$ cat src/rtl/atpg_pkg.sv
package atpg_pkg;
  localparam int WORD_W  = 12;
  localparam int SEQ_W   = 2;
  localparam int MODE_W  = 4;
  localparam int PNS_LEN = 9;
  localparam int PNS_TAP = 5;
  localparam int PNL_LEN = 23;
  localparam int PNL_TAP = 18;

  localparam logic [MODE_W-1:0] M_MID  = 4'd1;
  localparam logic [MODE_W-1:0] M_PFS  = 4'd2;
  localparam logic [MODE_W-1:0] M_NFS  = 4'd3;
  localparam logic [MODE_W-1:0] M_CHK  = 4'd4;
  localparam logic [MODE_W-1:0] M_PNL  = 4'd5;
  localparam logic [MODE_W-1:0] M_PNS  = 4'd6;
  localparam logic [MODE_W-1:0] M_WTOG = 4'd7;
  localparam logic [MODE_W-1:0] M_USER = 4'd8;
  localparam logic [MODE_W-1:0] M_BTOG = 4'd9;
  localparam logic [MODE_W-1:0] M_SYNC = 4'd10;
  localparam logic [MODE_W-1:0] M_WALK = 4'd11;
  localparam logic [MODE_W-1:0] M_MIX  = 4'd12;

  function automatic logic is_test_mode(input logic [MODE_W-1:0] m);
    return (m >= M_MID) && (m <= M_MIX);
  endfunction

  // ph=0: odd bits set; ph=1: even bits set
  function automatic logic [WORD_W-1:0] checker_word(input logic ph);
    logic [WORD_W-1:0] r;
    for (int i = 0; i < WORD_W; i++) r[i] = ((i % 2) == 1) ^ ph;
    return r;
  endfunction

  // pairs of ones and zeros, inverted on odd phase
  function automatic logic [WORD_W-1:0] mixed_word(input logic ph);
    logic [WORD_W-1:0] r;
    for (int i = 0; i < WORD_W; i++) r[i] = ((i % 4) < 2) ^ ph;
    return r;
  endfunction

  function automatic logic [WORD_W-1:0] sync_word();
    logic [WORD_W-1:0] r;
    for (int i = 0; i < WORD_W; i++) r[i] = (i < WORD_W / 2);
    return r;
  endfunction

  function automatic logic [WORD_W-1:0] walk_word(input int unsigned idx);
    logic [WORD_W-1:0] r;
    for (int i = 0; i < WORD_W; i++) r[i] = (i == idx);
    return r;
  endfunction
endpackage

$ cat src/rtl/pn_lfsr.sv
module pn_lfsr #(
  parameter int LEN = 9,
  parameter int TAP = 5
) (
  input  logic           clk,
  input  logic           rst_n,
  input  logic           seed_i,
  output logic [LEN-1:0] state_o
);
  logic [LEN-1:0] state_q;
  logic           fb;

  assign fb      = state_q[LEN-1] ^ state_q[TAP-1];
  assign state_o = state_q;

  always_ff @(posedge clk) begin
    if (!rst_n || seed_i) state_q <= '1;
    else                  state_q <= {state_q[LEN-2:0], fb};
  end

  assert_seed_loads_R10: assert property (@(posedge clk) disable iff (!rst_n)
    seed_i |=> (state_o == '1));

  assert_never_zero_R8: assert property (@(posedge clk) disable iff (!rst_n)
    state_o != '0);

  assert_shift_R9: assert property (@(posedge clk) disable iff (!rst_n)
    !seed_i |=> (state_o[LEN-1:1] == $past(state_o[LEN-2:0])));
endmodule

$ cat src/rtl/pattern_seq.sv
module pattern_seq #(
  parameter int CFG_W = 6,
  parameter int POS_N = 12
) (
  input  logic                     clk,
  input  logic                     rst_n,
  input  logic [CFG_W-1:0]         cfg_i,
  output logic [$clog2(POS_N)-1:0] pos_o,
  output logic [1:0]               seen_o,
  output logic                     restart_o
);
  localparam int POS_W = $clog2(POS_N);
  localparam logic [POS_W-1:0] POS_LAST = POS_W'(POS_N - 1);

  logic [CFG_W-1:0] cfg_q;
  logic [POS_W-1:0] pos_q;
  logic [1:0]       seen_q;

  assign restart_o = (cfg_i != cfg_q);
  assign pos_o     = restart_o ? '0 : pos_q;
  assign seen_o    = restart_o ? 2'd0 : seen_q;

  always_ff @(posedge clk) begin
    if (!rst_n) begin
      cfg_q  <= '0;
      pos_q  <= '0;
      seen_q <= 2'd0;
    end else begin
      cfg_q  <= cfg_i;
      pos_q  <= (pos_o == POS_LAST) ? '0 : pos_o + 1'b1;
      seen_q <= (seen_o == 2'd2) ? 2'd2 : seen_o + 2'd1;
    end
  end

  assert_restart_pos_R13: assert property (@(posedge clk) disable iff (!rst_n)
    (restart_o && $stable(cfg_i)) |-> (pos_o == '0));

  assert_pos_range_R7: assert property (@(posedge clk) disable iff (!rst_n)
    pos_o < POS_W'(POS_N));

  assert_seen_sat_R12: assert property (@(posedge clk) disable iff (!rst_n)
    (seen_o == 2'd2 && !$changed(cfg_i)) |=> (seen_o == 2'd2 || restart_o));
endmodule

$ cat src/rtl/adc_test_pattern_gen.sv
module adc_test_pattern_gen
  import atpg_pkg::*;
#(
  parameter int POS_N = WORD_W
) (
  input  logic              clk,
  input  logic              rst_n,
  input  logic [MODE_W-1:0] mode_code,
  input  logic [SEQ_W-1:0]  user_seq,
  input  logic              pn_short_rst,
  input  logic              pn_long_rst,
  input  logic [WORD_W-1:0] user_pat_a,
  input  logic [WORD_W-1:0] user_pat_b,
  input  logic [WORD_W-1:0] sample_in,
  output logic [WORD_W-1:0] word_out,
  output logic              test_active
);
  localparam int CFG_W = MODE_W + SEQ_W;
  localparam int POS_W = $clog2(POS_N);

  logic [PNS_LEN-1:0] short_state;
  logic [PNL_LEN-1:0] long_state;
  logic [POS_W-1:0]   pos;
  logic [1:0]         seen;
  logic               restart;
  logic               ph;
  logic               sel_test;
  logic [WORD_W-1:0]  user_word;
  logic [WORD_W-1:0]  nxt_word;

  pn_lfsr #(.LEN(PNS_LEN), .TAP(PNS_TAP)) u_pn_short (
    .clk(clk), .rst_n(rst_n), .seed_i(pn_short_rst), .state_o(short_state));

  pn_lfsr #(.LEN(PNL_LEN), .TAP(PNL_TAP)) u_pn_long (
    .clk(clk), .rst_n(rst_n), .seed_i(pn_long_rst), .state_o(long_state));

  pattern_seq #(.CFG_W(CFG_W), .POS_N(POS_N)) u_seq (
    .clk(clk), .rst_n(rst_n), .cfg_i({mode_code, user_seq}),
    .pos_o(pos), .seen_o(seen), .restart_o(restart));

  assign ph       = pos[0];
  assign sel_test = is_test_mode(mode_code);

  always_comb begin
    case (user_seq)
      2'b00:   user_word = user_pat_a;
      2'b01:   user_word = ph ? user_pat_b : user_pat_a;
      2'b10:   user_word = (seen == 2'd0) ? user_pat_a : '0;
      default: user_word = (seen == 2'd0) ? user_pat_a :
                           (seen == 2'd1) ? user_pat_b : '0;
    endcase
  end

  always_comb begin
    case (mode_code)
      M_MID:   nxt_word = WORD_W'(1) << (WORD_W - 1);
      M_PFS:   nxt_word = '1;
      M_NFS:   nxt_word = '0;
      M_CHK:   nxt_word = checker_word(ph);
      M_PNL:   nxt_word = long_state[PNL_LEN-1 -: WORD_W];
      M_PNS:   nxt_word = WORD_W'(short_state);
      M_WTOG:  nxt_word = ph ? '0 : '1;
      M_USER:  nxt_word = user_word;
      M_BTOG:  nxt_word = WORD_W'(!ph);
      M_SYNC:  nxt_word = sync_word();
      M_WALK:  nxt_word = walk_word(32'(pos));
      M_MIX:   nxt_word = mixed_word(ph);
      default: nxt_word = sample_in;
    endcase
  end

  always_ff @(posedge clk) begin
    if (!rst_n) begin
      word_out    <= '0;
      test_active <= 1'b0;
    end else begin
      word_out    <= nxt_word;
      test_active <= sel_test;
    end
  end

  assert_off_passthru_R2: assert property (@(posedge clk) disable iff (!rst_n)
    !sel_test |=> (!test_active && word_out == $past(sample_in)));

  assert_walk_single_R7: assert property (@(posedge clk) disable iff (!rst_n)
    (mode_code == M_WALK) |=> ($countones(word_out) == 1));

  assert_once_zero_R12: assert property (@(posedge clk) disable iff (!rst_n)
    (mode_code == M_USER && user_seq[1] && seen == 2'd2) |=> (word_out == '0));

  assert_restart_first_R13: assert property (@(posedge clk) disable iff (!rst_n)
    (restart && mode_code == M_CHK) |=> (word_out == checker_word(1'b0)));
endmodule

$ cat config.mk
export PLATFORM = sky130hd
export DESIGN_NAME = adc_test_pattern_gen
export DESIGN_NICKNAME = d
export VERILOG_FILES = /design/src/rtl/atpg_pkg.sv /design/src/rtl/pn_lfsr.sv /design/src/rtl/pattern_seq.sv /design/src/rtl/adc_test_pattern_gen.sv
export SDC_FILE = /design/constraint.sdc
export NUM_CORES = 1
export LEC_CHECK = 0
export ABC_AREA = 1
export BUFFER_PORTS_ARGS = -buffer_cell sky130_fd_sc_hd__buf_2
export CAP_MARGIN = 0
export CORE_ASPECT_RATIO = 0.6
export CORE_MARGIN = 5
export CORE_UTILIZATION = 55
export CTS_CLUSTER_SIZE = 16
export DETAILED_ROUTE_END_ITERATION = 6
export PLACE_DENSITY_LB_ADDON = 0.1
export SYNTH_ARGS = -nofsm -noshare
export SYNTH_HDL_FRONTEND = slang
export SYNTH_SLANG_ARGS = --single-unit
$ cat constraint.sdc
create_clock -name clk -period 7.2 [get_ports clk]
set_clock_uncertainty 0.05 [all_clocks]
set_input_delay 0.72 -clock clk [delete_from_list [all_inputs] [get_ports clk]]
set_output_delay 0.72 -clock clk [all_outputs]
set_load 0.03 [all_outputs]
==> results of run 1 <==
-- tightest hold or removal path, cell delays in order, from the launching register on --
cell and delay [ns]:
dfxtp_1 0.31, inv_1 0.03, nand2_1 0.05
-- kinds of logic (layout without fill, tap and decap cells) --
family / count (synthesis) / in the layout / share of synthesized area (%)
compound gates: 66 / 66 / 12.2
xor+xnor: 2 / 2 / 0.533
fa+ha+maj: 7 / 7 / 2.66
buf+inv: 116 / 172 / 14.1
flops: 57 / 57 / 34.7
simple gates: 264 / 264 / 35.8
-- final cells by class --
type                            count  share of cell area [%]
Clock buffer                       10                    3.59
Sequential cell                    57                    29.8
Timing Repair Buffer               60                    7.96
Inverter                           97                    9.50
Clock inverter                      5                    2.71
Multi-Input combinational cell    339                    43.9
Tap cell                           80                    2.61
-- metal layers --
metal / part of all wire [%] / global-route usage [%] / vias to the layer above
li1: - / - / 1702
met2: 41 / 33.8 / 165
met5: 0 / 0 / -
met4: 1.0 / 5.39 / 0
met3: 9.4 / 6.54 / 12
met1: 48 / 34.6 / 1532
-- flip-flops by register name, summed over array words and instances, names as in the netlist --
signal              flops
word_out               12
u_seq.seen_q            2
u_seq.pos_q             4
u_pn_short.state_o      9
u_seq.cfg_q             6
test_active             1
u_pn_long.state_o      23
-- through the flow --
step	power, µW	utilization [%]	hold slack (ns)	setup slack (ns)	instances
6_report	820	67.5	0.358	3.88	648
3_5_place_dp	463	63.3	0.347	3.63	633
4_1_cts	826	67.5	0.360	3.97	648
2_1_floorplan	423	-	0.337	4.44	512
3_3_place_gp	461	63.3	0.340	3.67	633
5_1_grt	857	67.5	0.383	3.56	648
-- cells in the final DEF, fill, tap and decap left out, drive strengths merged, types with 2 or more instances in the layout --
master / instances
a21oi: 31
a221oi: 12
buf: 60
bufinv: 3
clkbuf: 10
clkinv: 2
dfxtp: 57
ha: 7
inv: 97
nand2: 137
nand3: 45
nand4: 9
nor2: 67
nor3: 5
o21ai: 18
o22ai: 5
-- path summary, 6_finish.rpt --
kind	startpoint	to	slack [ns]	depth (start not counted)
setup / recovery	mode_code[0]	word_out[5]	3.88	14
setup reg to reg	u_seq.cfg_q[1]	word_out[5]	4.08	13
hold reg to reg	u_pn_long.state_o[8]	u_pn_long.state_o[9]	0.36	2
hold / removal	u_pn_long.state_o[8]	u_pn_long.state_o[9]	0.36	2
-- power groups by stage --
stage	registers (µW)	logic [µW]	clock network, µW
5_1_grt	330	143	384
3_3_place_gp	336	125	0
3_5_place_dp	336	127	0
2_1_floorplan	350	72.2	0
6_report	329	129	362
4_1_cts	329	128	368
==> results_dict.tcl, run 1 <==
set metrics [dict create \
    status "complete, no violations" \
    p_per_area_nw_per_um2 214 \
    cp_slowest_stage_delay_ns 0.73 \
    critPathLaunchType "input pin" \
    fp.dieW_um 110 \
    clockBufferDepth 2 \
    synth_seq_cells 57 \
    p_switching_uw 215 \
    leakage_uw 0.00218 \
    first_pass_iters 6 \
    fp.dieH_um 69.9 \
    cts.sinks 57 \
    path_cells "buf_2, inv_2, nand2_1, nand2_2, nor2_8, nand2_4, nor2_8, nand2_1, ha_1, nor2_1, a221oi_1, nor2_1, nand2_1, a21oi_1" \
    cts_hold_buf 0 \
    drc 0 \
    root_buffer "clkbuf_8" \
    final-max-slew-violation-count 0 \
    intPower_uw 605 \
    vias_per_cell 5.26 \
    cp_top_family "simple AND/OR/NAND/NOR gates" \
    clock.fmax_mhz 301 \
    postSynthCellCount 512 \
    drt-initial-drc-count 316 \
    grt_pass1_vias 3119 \
    finalCritPeriodShare_pct 46.2 \
    grt_usage_pct 23.6 \
    synthTopCellsByArea "dfxtp_1, nand2_1, inv_1" \
    rsz0062_at_grt "false" \
    synthArstFlopShare_pct 0 \
    ios 59 \
    portBuffers 58 \
    hp-class "flip-flop to flip-flop" \
    vias 3411 \
    avgRoutedWirePerCell_um 13.6 \
    path_max_fanout 24 \
    initial_core_util_pct 57.9 \
    cts_tree "built" \
    synth_cell_type_count 29 \
    synth_top_area_cell "dfxtp_1" \
    switching_share_pct 26.2 \
    grt_pass1_wl_um 14400 \
    slew_headroom_pct 37.6 \
    drive_above_1_share_pct 18.5 \
    ys_top_cells_by_count "nand2_1, inv_1, nor2_1" \
    required_ns 7.40 \
    area_growth_pct 16.6 \
    seqPwrFrac_pct 40.2 \
    dp_hpwl_um 6620 \
    cp_data_arrival_time_ns 3.52 \
    antennaDiodeCount 0 \
    drt_wl_total_um 8810 \
    yosysWarnings 0 \
    cts.reportedPaths.clkPinSlew_ns 0.06 \
    crit_path_end_kind "flip-flop" \
    grt-ovfl-total 0 \
    hold_viol 0 \
    gp_congestion 0.874 \
    seqCellArea_um2 1140 \
    path_buf_inv 2 \
    dieArea_um2 7670 \
    synth_most_common_cell "nand2_1" \
    row_count 21 \
    antenna_found_initial 0 \
    ctsResizeCount 0 \
    place_area_um2 3590 \
    comb_power_share_pct 15.7 \
    netlist.area_leader.share_pct 34.7 \
    h-tree-depth 3 \
    setup_viol 0 \
    core_area_um2 5680 \
    fillCellCount 517 \
    stdcell_area_um2 3830 \
    synth-seq-area-share_pct 34.7 \
    syn-num-nets 565 \
    drtAntennaViolNets 0 \
    clk_latency_ns 0.33 \
    tns_ns 0 \
    worstMarginPinSlew_ns 0.933 \
    syn_avg_cell_area_um2 6.42 \
    cpMaxStageDelayCell "nor2_1" \
    clockPowerShare_pct 44.1 \
    synth_area_um2 3290 \
    ys.flop_type "dfxtp_1" \
    irDropWorstVdd_v 0.000152 \
    crit_top_cell "nand2_1" \
    finalCriticalPeriod_ns 3.32 \
    post-cts-setup-buffer-count 0 \
    cap_violations 0 \
    critPathKind "input pin to flip-flop" \
    final_nets 617 \
    cts_made_buffers 9 \
    synth_edf_count 0 \
    multiInputGateArea_um2 1680 \
    grt_max_degree 25 \
]
Power figures use the tool's default switching activity.
==> run 2: changes to the inputs <==
--- a/config.mk
+++ b/config.mk
@@ -5,12 +5,12 @@
 export SDC_FILE = /design/constraint.sdc
 export NUM_CORES = 1
 export LEC_CHECK = 0
-export ABC_AREA = 1
+export ABC_AREA = 0
 export BUFFER_PORTS_ARGS = -buffer_cell sky130_fd_sc_hd__buf_2
 export CAP_MARGIN = 0
 export CORE_ASPECT_RATIO = 0.6
 export CORE_MARGIN = 5
-export CORE_UTILIZATION = 55
+export CORE_UTILIZATION = 50
 export CTS_CLUSTER_SIZE = 16
 export DETAILED_ROUTE_END_ITERATION = 6
 export PLACE_DENSITY_LB_ADDON = 0.1
==> constraint.sdc (replaced) <==
create_clock -name clk -period 2.8 [get_ports clk]
set_clock_uncertainty 0.05 [all_clocks]
set_input_delay 0.28 -clock clk [delete_from_list [all_inputs] [get_ports clk]]
set_output_delay 0.28 -clock clk [all_outputs]
set_load 0.03 [all_outputs]
==> results_dict.tcl, run 2 <==
set metrics [dict create \
    status "complete, no violations" \
    leakage_uw 0.00147 \
    vias_per_cell 5.62 \
    cp_data_arrival_time_ns 2.73 \
    cpMaxStageDelayCell "nor4_2" \
    ys.flop_type "dfxtp_1" \
    tns_ns 0 \
    hold_viol 0 \
    syn_avg_cell_area_um2 8.46 \
    root_buffer "clkbuf_8" \
    fin_hold_ws_ns 0.201 \
    clockBufferDepth 2 \
    cts.reportedPaths.clkPinSlew_ns 0.08 \
    synth_edf_count 0 \
    portBuffers 58 \
    synth-seq-area-share_pct 38.4 \
    fp.dieW_um 109 \
    clockPowerShare_pct 45.9 \
    first_pass_iters 6 \
    path_max_fanout 9 \
    core_area_um2 5680 \
    netlist.area_leader.share_pct 38.4 \
    synth_cell_type_count 51 \
    final_common_cell "buf_2" \
    antenna_found_initial 0 \
    grt_usage_pct 22.6 \
    intPower_uw 1530 \
    hold_depth 3 \
    p_total_uw 2080 \
    vias 2788 \
    cts.sinks 57 \
    grt-ovfl-total 0 \
    crit_path_end_kind "flip-flop" \
    drc 0 \
    ys_top_cells_by_count "dfxtp_1, nand2b_1, nand2_1" \
    avgRoutedWirePerCell_um 16.9 \
    syn-num-nets 404 \
    required_ns 2.98 \
    cp_top_family "simple AND/OR/NAND/NOR gates" \
    clk_latency_ns 0.34 \
    path_cells "xor2_1, nor4_2, and2_4, nand2_1, ha_1, nor2b_1, buf_4, a32o_1, a22oi_1, o22ai_1, a21oi_1, a31oi_1" \
    drt_wl_total_um 8370 \
    gp_congestion 0.936 \
    drtAntennaViolNets 0 \
    synth_seq_cells 57 \
    cts_made_buffers 9 \
    synth_top_area_cell "dfxtp_1" \
    row_count 21 \
    reg2reg_depth 12 \
    fp.dieH_um 69.7 \
    clock.fmax_mhz 391 \
    h-tree-depth 3 \
    layout.cells.most_common_list "buf_2, dfxtp_1, nand2b_1, nand2_1, o21ai_0" \
    grt_pass1_wl_um 13600 \
    cts_tree "built" \
    grt_max_degree 27 \
    switching_share_pct 26.1 \
    yosysWarnings 0 \
    comb_power_share_pct 13.3 \
    p_switching_uw 543 \
    postSynthCellCount 351 \
    cp_slowest_stage_delay_ns 0.32 \
    antennaDiodeCount 0 \
    dp_hpwl_um 6060 \
    grt_pass1_vias 2703 \
    initial_core_util_pct 52.3 \
    cp.depth 12 \
    fillCellCount 510 \
    cap_violations 0 \
    synth_area_um2 2970 \
    irDropWorstVdd_v 0.000462 \
    critPathLaunchType "flip-flop" \
    drt-initial-drc-count 254 \
    dp_worst_setup_slack_ns 0.156 \
    largest_register_ffs 23 \
    dieArea_um2 7630 \
    critPathKind "flip-flop to flip-flop" \
    synthTopCellsByArea "dfxtp_1, nand2b_1, o21ai_0" \
    finalCritPeriodShare_pct 91.3 \
    final-max-slew-violation-count 0 \
    setup_viol 0 \
    p_per_area_nw_per_um2 577 \
    ios 59 \
    fin_ws_ns 0.243 \
    hp-class "input pin to flip-flop" \
    drive_above_1_share_pct 23.3 \
    area_growth_pct 21.2 \
    slew_headroom_pct 59.2 \
    cts_hold_buf 0 \
    path_buf_inv 1 \
    finalCriticalPeriod_ns 2.56 \
    worstMarginPinSlew_ns 0.611 \
    synthArstFlopShare_pct 0 \
    final_nets 464 \
    seqPwrFrac_pct 40.7 \
    synth_most_common_cell "dfxtp_1" \
]
[run 2: cell count changes in the layout (fill, tap and decap cells not counted), moves of 11 or more]
cell and change:
a21oi_1 -17, a221oi_1 -11, a22oi_1 +16, a31oi_1 +15, buf_4 +14, inv_1 -78, nand2_1 -101, nand2b_1 +41
nand3_1 -38, nor2_1 -44
[run 2: final timing paths]
path | slack (ns) | startpoint | to
worst min-delay path | 0.20 | sample_in[7] | word_out[7]
worst max register to register | 0.24 | u_seq.cfg_q[0] | word_out[11]
worst min register to register | 0.36 | u_pn_long.state_o[4] | u_pn_long.state_o[5]
worst max-delay path | 0.24 | u_seq.cfg_q[0] | word_out[11]
[run 2: power groups by stage]
| stage | sequential (µW) | clock [µW] | combinational [µW] |
|---|---|---|---|
| finish | 846 | 954 | 277 |
| floorplan | 896 | 0 | 138 |
| detailed placement | 865 | 0 | 271 |
| CTS | 846 | 968 | 272 |
| global route | 848 | 1010 | 303 |
| global placement | 864 | 0 | 267 |
[run 2: worst min-delay path, cell delays in order]
cell	delay (ns)
buf_2	0.07
o21ai_0	0.08
a31oi_1	0.13
[run 2: cell families after synthesis]
kind of cell | synth area share (%)
AOI/OAI and AO/OA | 23.2
muxes | 2.74
buffers and inverters | 5.69
and+or+nand+nor | 24.1
adders and majority gates | 2.95
xor gates and xnor gates | 2.95
DFF | 38.4
[run 2: layer usage]
metal	vias up	share of wire [%]	track usage (%)
met5	-	0	0
met4	0	1.1	7.05
met3	11	11	8.93
met2	139	40	29.4
met1	1272	48	33.4
li1	1366	-	-
[run 2: metrics by stage]
step	cells	area, µm²	utilization, %
after global routing	496	3600	63.4
after CTS	495	3590	63.2
final	496	3600	63.4
after global placement	479	3340	58.9
after detailed placement	479	3340	58.9
after floorplan	351	2970	-
[run 2: what timing repair did]
| action | CTS | global route |
|---|---|---|
| endpoints found under the setup margin | 0 | 2 |
| buffers inserted | 0 | 1 |
| resized for setup | 0 | 1 |
[run 2: cell type report]
cell class	instances	area, µm²	share of cell area [%]
Clock buffer	9	124	3.44
Clock inverter	7	119	3.30
Inverter	11	41.3	1.15
Multi-Input combinational cell	258	1660	46.2
Sequential cell	57	1140	31.7
Tap cell	80	100	2.78
Timing Repair Buffer	74	410	11.4
==> run 3: changes to the inputs <==
--- a/config.mk
+++ b/config.mk
@@ -7,13 +7,11 @@
 export LEC_CHECK = 0
 export ABC_AREA = 0
 export BUFFER_PORTS_ARGS = -buffer_cell sky130_fd_sc_hd__buf_2
-export CAP_MARGIN = 0
 export CORE_ASPECT_RATIO = 0.6
-export CORE_MARGIN = 5
 export CORE_UTILIZATION = 50
 export CTS_CLUSTER_SIZE = 16
 export DETAILED_ROUTE_END_ITERATION = 6
-export PLACE_DENSITY_LB_ADDON = 0.1
+export PLACE_DENSITY = 0.72
 export SYNTH_ARGS = -nofsm -noshare
 export SYNTH_HDL_FRONTEND = slang
 export SYNTH_SLANG_ARGS = --single-unit
==> results_dict.tcl, run 3 (synthesized netlist as in run 2, its figures left out) <==
set metrics [dict create \
    status "complete, no violations" \
    first_pass_iters 5 \
    path_max_fanout 9 \
    setup_viol 0 \
    gp_congestion 0.893 \
    cts.reportedPaths.clkPinSlew_ns 0.07 \
    cts_tree "built" \
    fin_ws_ns 0.170 \
    drc 0 \
    cpMaxStageDelayCell "dfxtp_1" \
    worstMarginPinSlew_ns 0.729 \
    portBuffers 58 \
    root_buffer "clkbuf_8" \
    cp_top_family "compound AO/OA/AOI/OAI gates" \
    drt-initial-drc-count 289 \
    layout.cells.most_common_list "buf_2, dfxtp_1, nand2b_1, nand2_1, o21ai_0" \
    area_growth_pct 20.8 \
    drive_above_1_share_pct 23.1 \
    avgRoutedWirePerCell_um 16.3 \
    cts.sinks 57 \
    p_total_uw 1970 \
    fp.dieH_um 61.7 \
    p_per_area_nw_per_um2 550 \
    critPathLaunchType "flip-flop" \
    slew_headroom_pct 51.2 \
    dieArea_um2 6260 \
    leakage_uw 0.00147 \
    drtAntennaViolNets 0 \
    cts_made_buffers 9 \
    cts_hold_buf 0 \
    fin_hold_ws_ns 0.206 \
    initial_core_util_pct 52.6 \
    grt_pass1_wl_um 12300 \
    path_buf_inv 1 \
    finalCritPeriodShare_pct 93.9 \
    core_area_um2 5650 \
    row_count 21 \
    post-cts-setup-buffer-count 0 \
    rsz0062_at_grt "false" \
    antenna_found_initial 0 \
    place_area_um2 3360 \
    tns_ns 0 \
    final_common_cell "buf_2" \
    path_cells "xor2_1, nor4_2, and2_1, nand2_1, ha_1, nor2b_1, buf_4, a32o_1, a22oi_1, o22ai_1, a21oi_1, a31oi_1" \
    dp_hpwl_um 5930 \
    cp_data_arrival_time_ns 2.78 \
    irDropWorstVdd_v 0.000338 \
    final_nets 464 \
    hp-class "input pin to flip-flop" \
    grt-ovfl-total 0 \
    finalCriticalPeriod_ns 2.63 \
    grt_pass1_vias 2417 \
    vias 2850 \
    vias_per_cell 5.73 \
    clk_latency_ns 0.33 \
    clockBufferDepth 2 \
    ios 59 \
    largest_register_ffs 23 \
    crit_path_end_kind "flip-flop" \
    ctsResizeCount 0 \
    required_ns 2.95 \
    stdcell_area_um2 3590 \
    grt_usage_pct 26.7 \
    cp_slowest_stage_delay_ns 0.31 \
    cap_violations 0 \
    fp.dieW_um 101 \
    grt_max_degree 27 \
    final-max-slew-violation-count 0 \
    hold_viol 0 \
    h-tree-depth 3 \
    critPathKind "flip-flop to flip-flop" \
    drt_wl_total_um 8090 \
    clock.fmax_mhz 380 \
    dp_worst_setup_slack_ns 0.139 \
]
run 3: report_power, final:
part           switching, µW  total (µW)  internal [µW]  leakage, µW
clock network            349         850            500     0.000109
logic                    170         277            106     0.000891
registers               8.54         845            837     0.000467
run 3: layer usage:
layer  vias up  GRT usage [%]  part of all wire (%)
met5         -              0                     0
met4         0           7.87                  0.77
met3         7           7.61                   7.8
met2       113           36.8                    41
met1      1358           40.1                    50
li1       1372              -                     -
run 3: area by class of cell:
cell class | count | area [µm²]
Fill cell | 513 | 2060
Multi-Input combinational cell | 258 | 1660
Sequential cell | 57 | 1140
Timing Repair Buffer | 74 | 423
Clock buffer | 9 | 124
Tap cell | 80 | 100
Clock inverter | 7 | 95.1
Inverter | 11 | 41.3
Antenna cell | 1 | 2.50
run 3: metrics by stage:
stage | utilization (%) | cells
2_1_floorplan | - | 351
3_3_place_gp | 59.6 | 480
3_5_place_dp | 59.6 | 480
4_1_cts | 63.4 | 496
5_1_grt | 63.4 | 496
6_report | 63.5 | 497
run 3: worst register-to-register path: stages (launching register included):
cell,delay (ns)
dfxtp_1,0.31
xor2_1,0.16
nor4_2,0.32
and2_1,0.22
nand2_1,0.10
ha_1,0.21
nor2b_1,0.12
buf_4,0.17
a32o_1,0.26
a22oi_1,0.20
o22ai_1,0.10
a21oi_1,0.17
a31oi_1,0.11
run 3: final timing paths:
check	from	to	slack, ns	cells after the start
worst min register to register	u_pn_long.state_o[3]	u_pn_long.state_o[4]	0.36	1
worst min-delay path	sample_in[3]	word_out[3]	0.21	3
worst max register to register	u_seq.cfg_q[1]	word_out[11]	0.17	12
worst max-delay path	u_seq.cfg_q[1]	word_out[11]	0.17	12
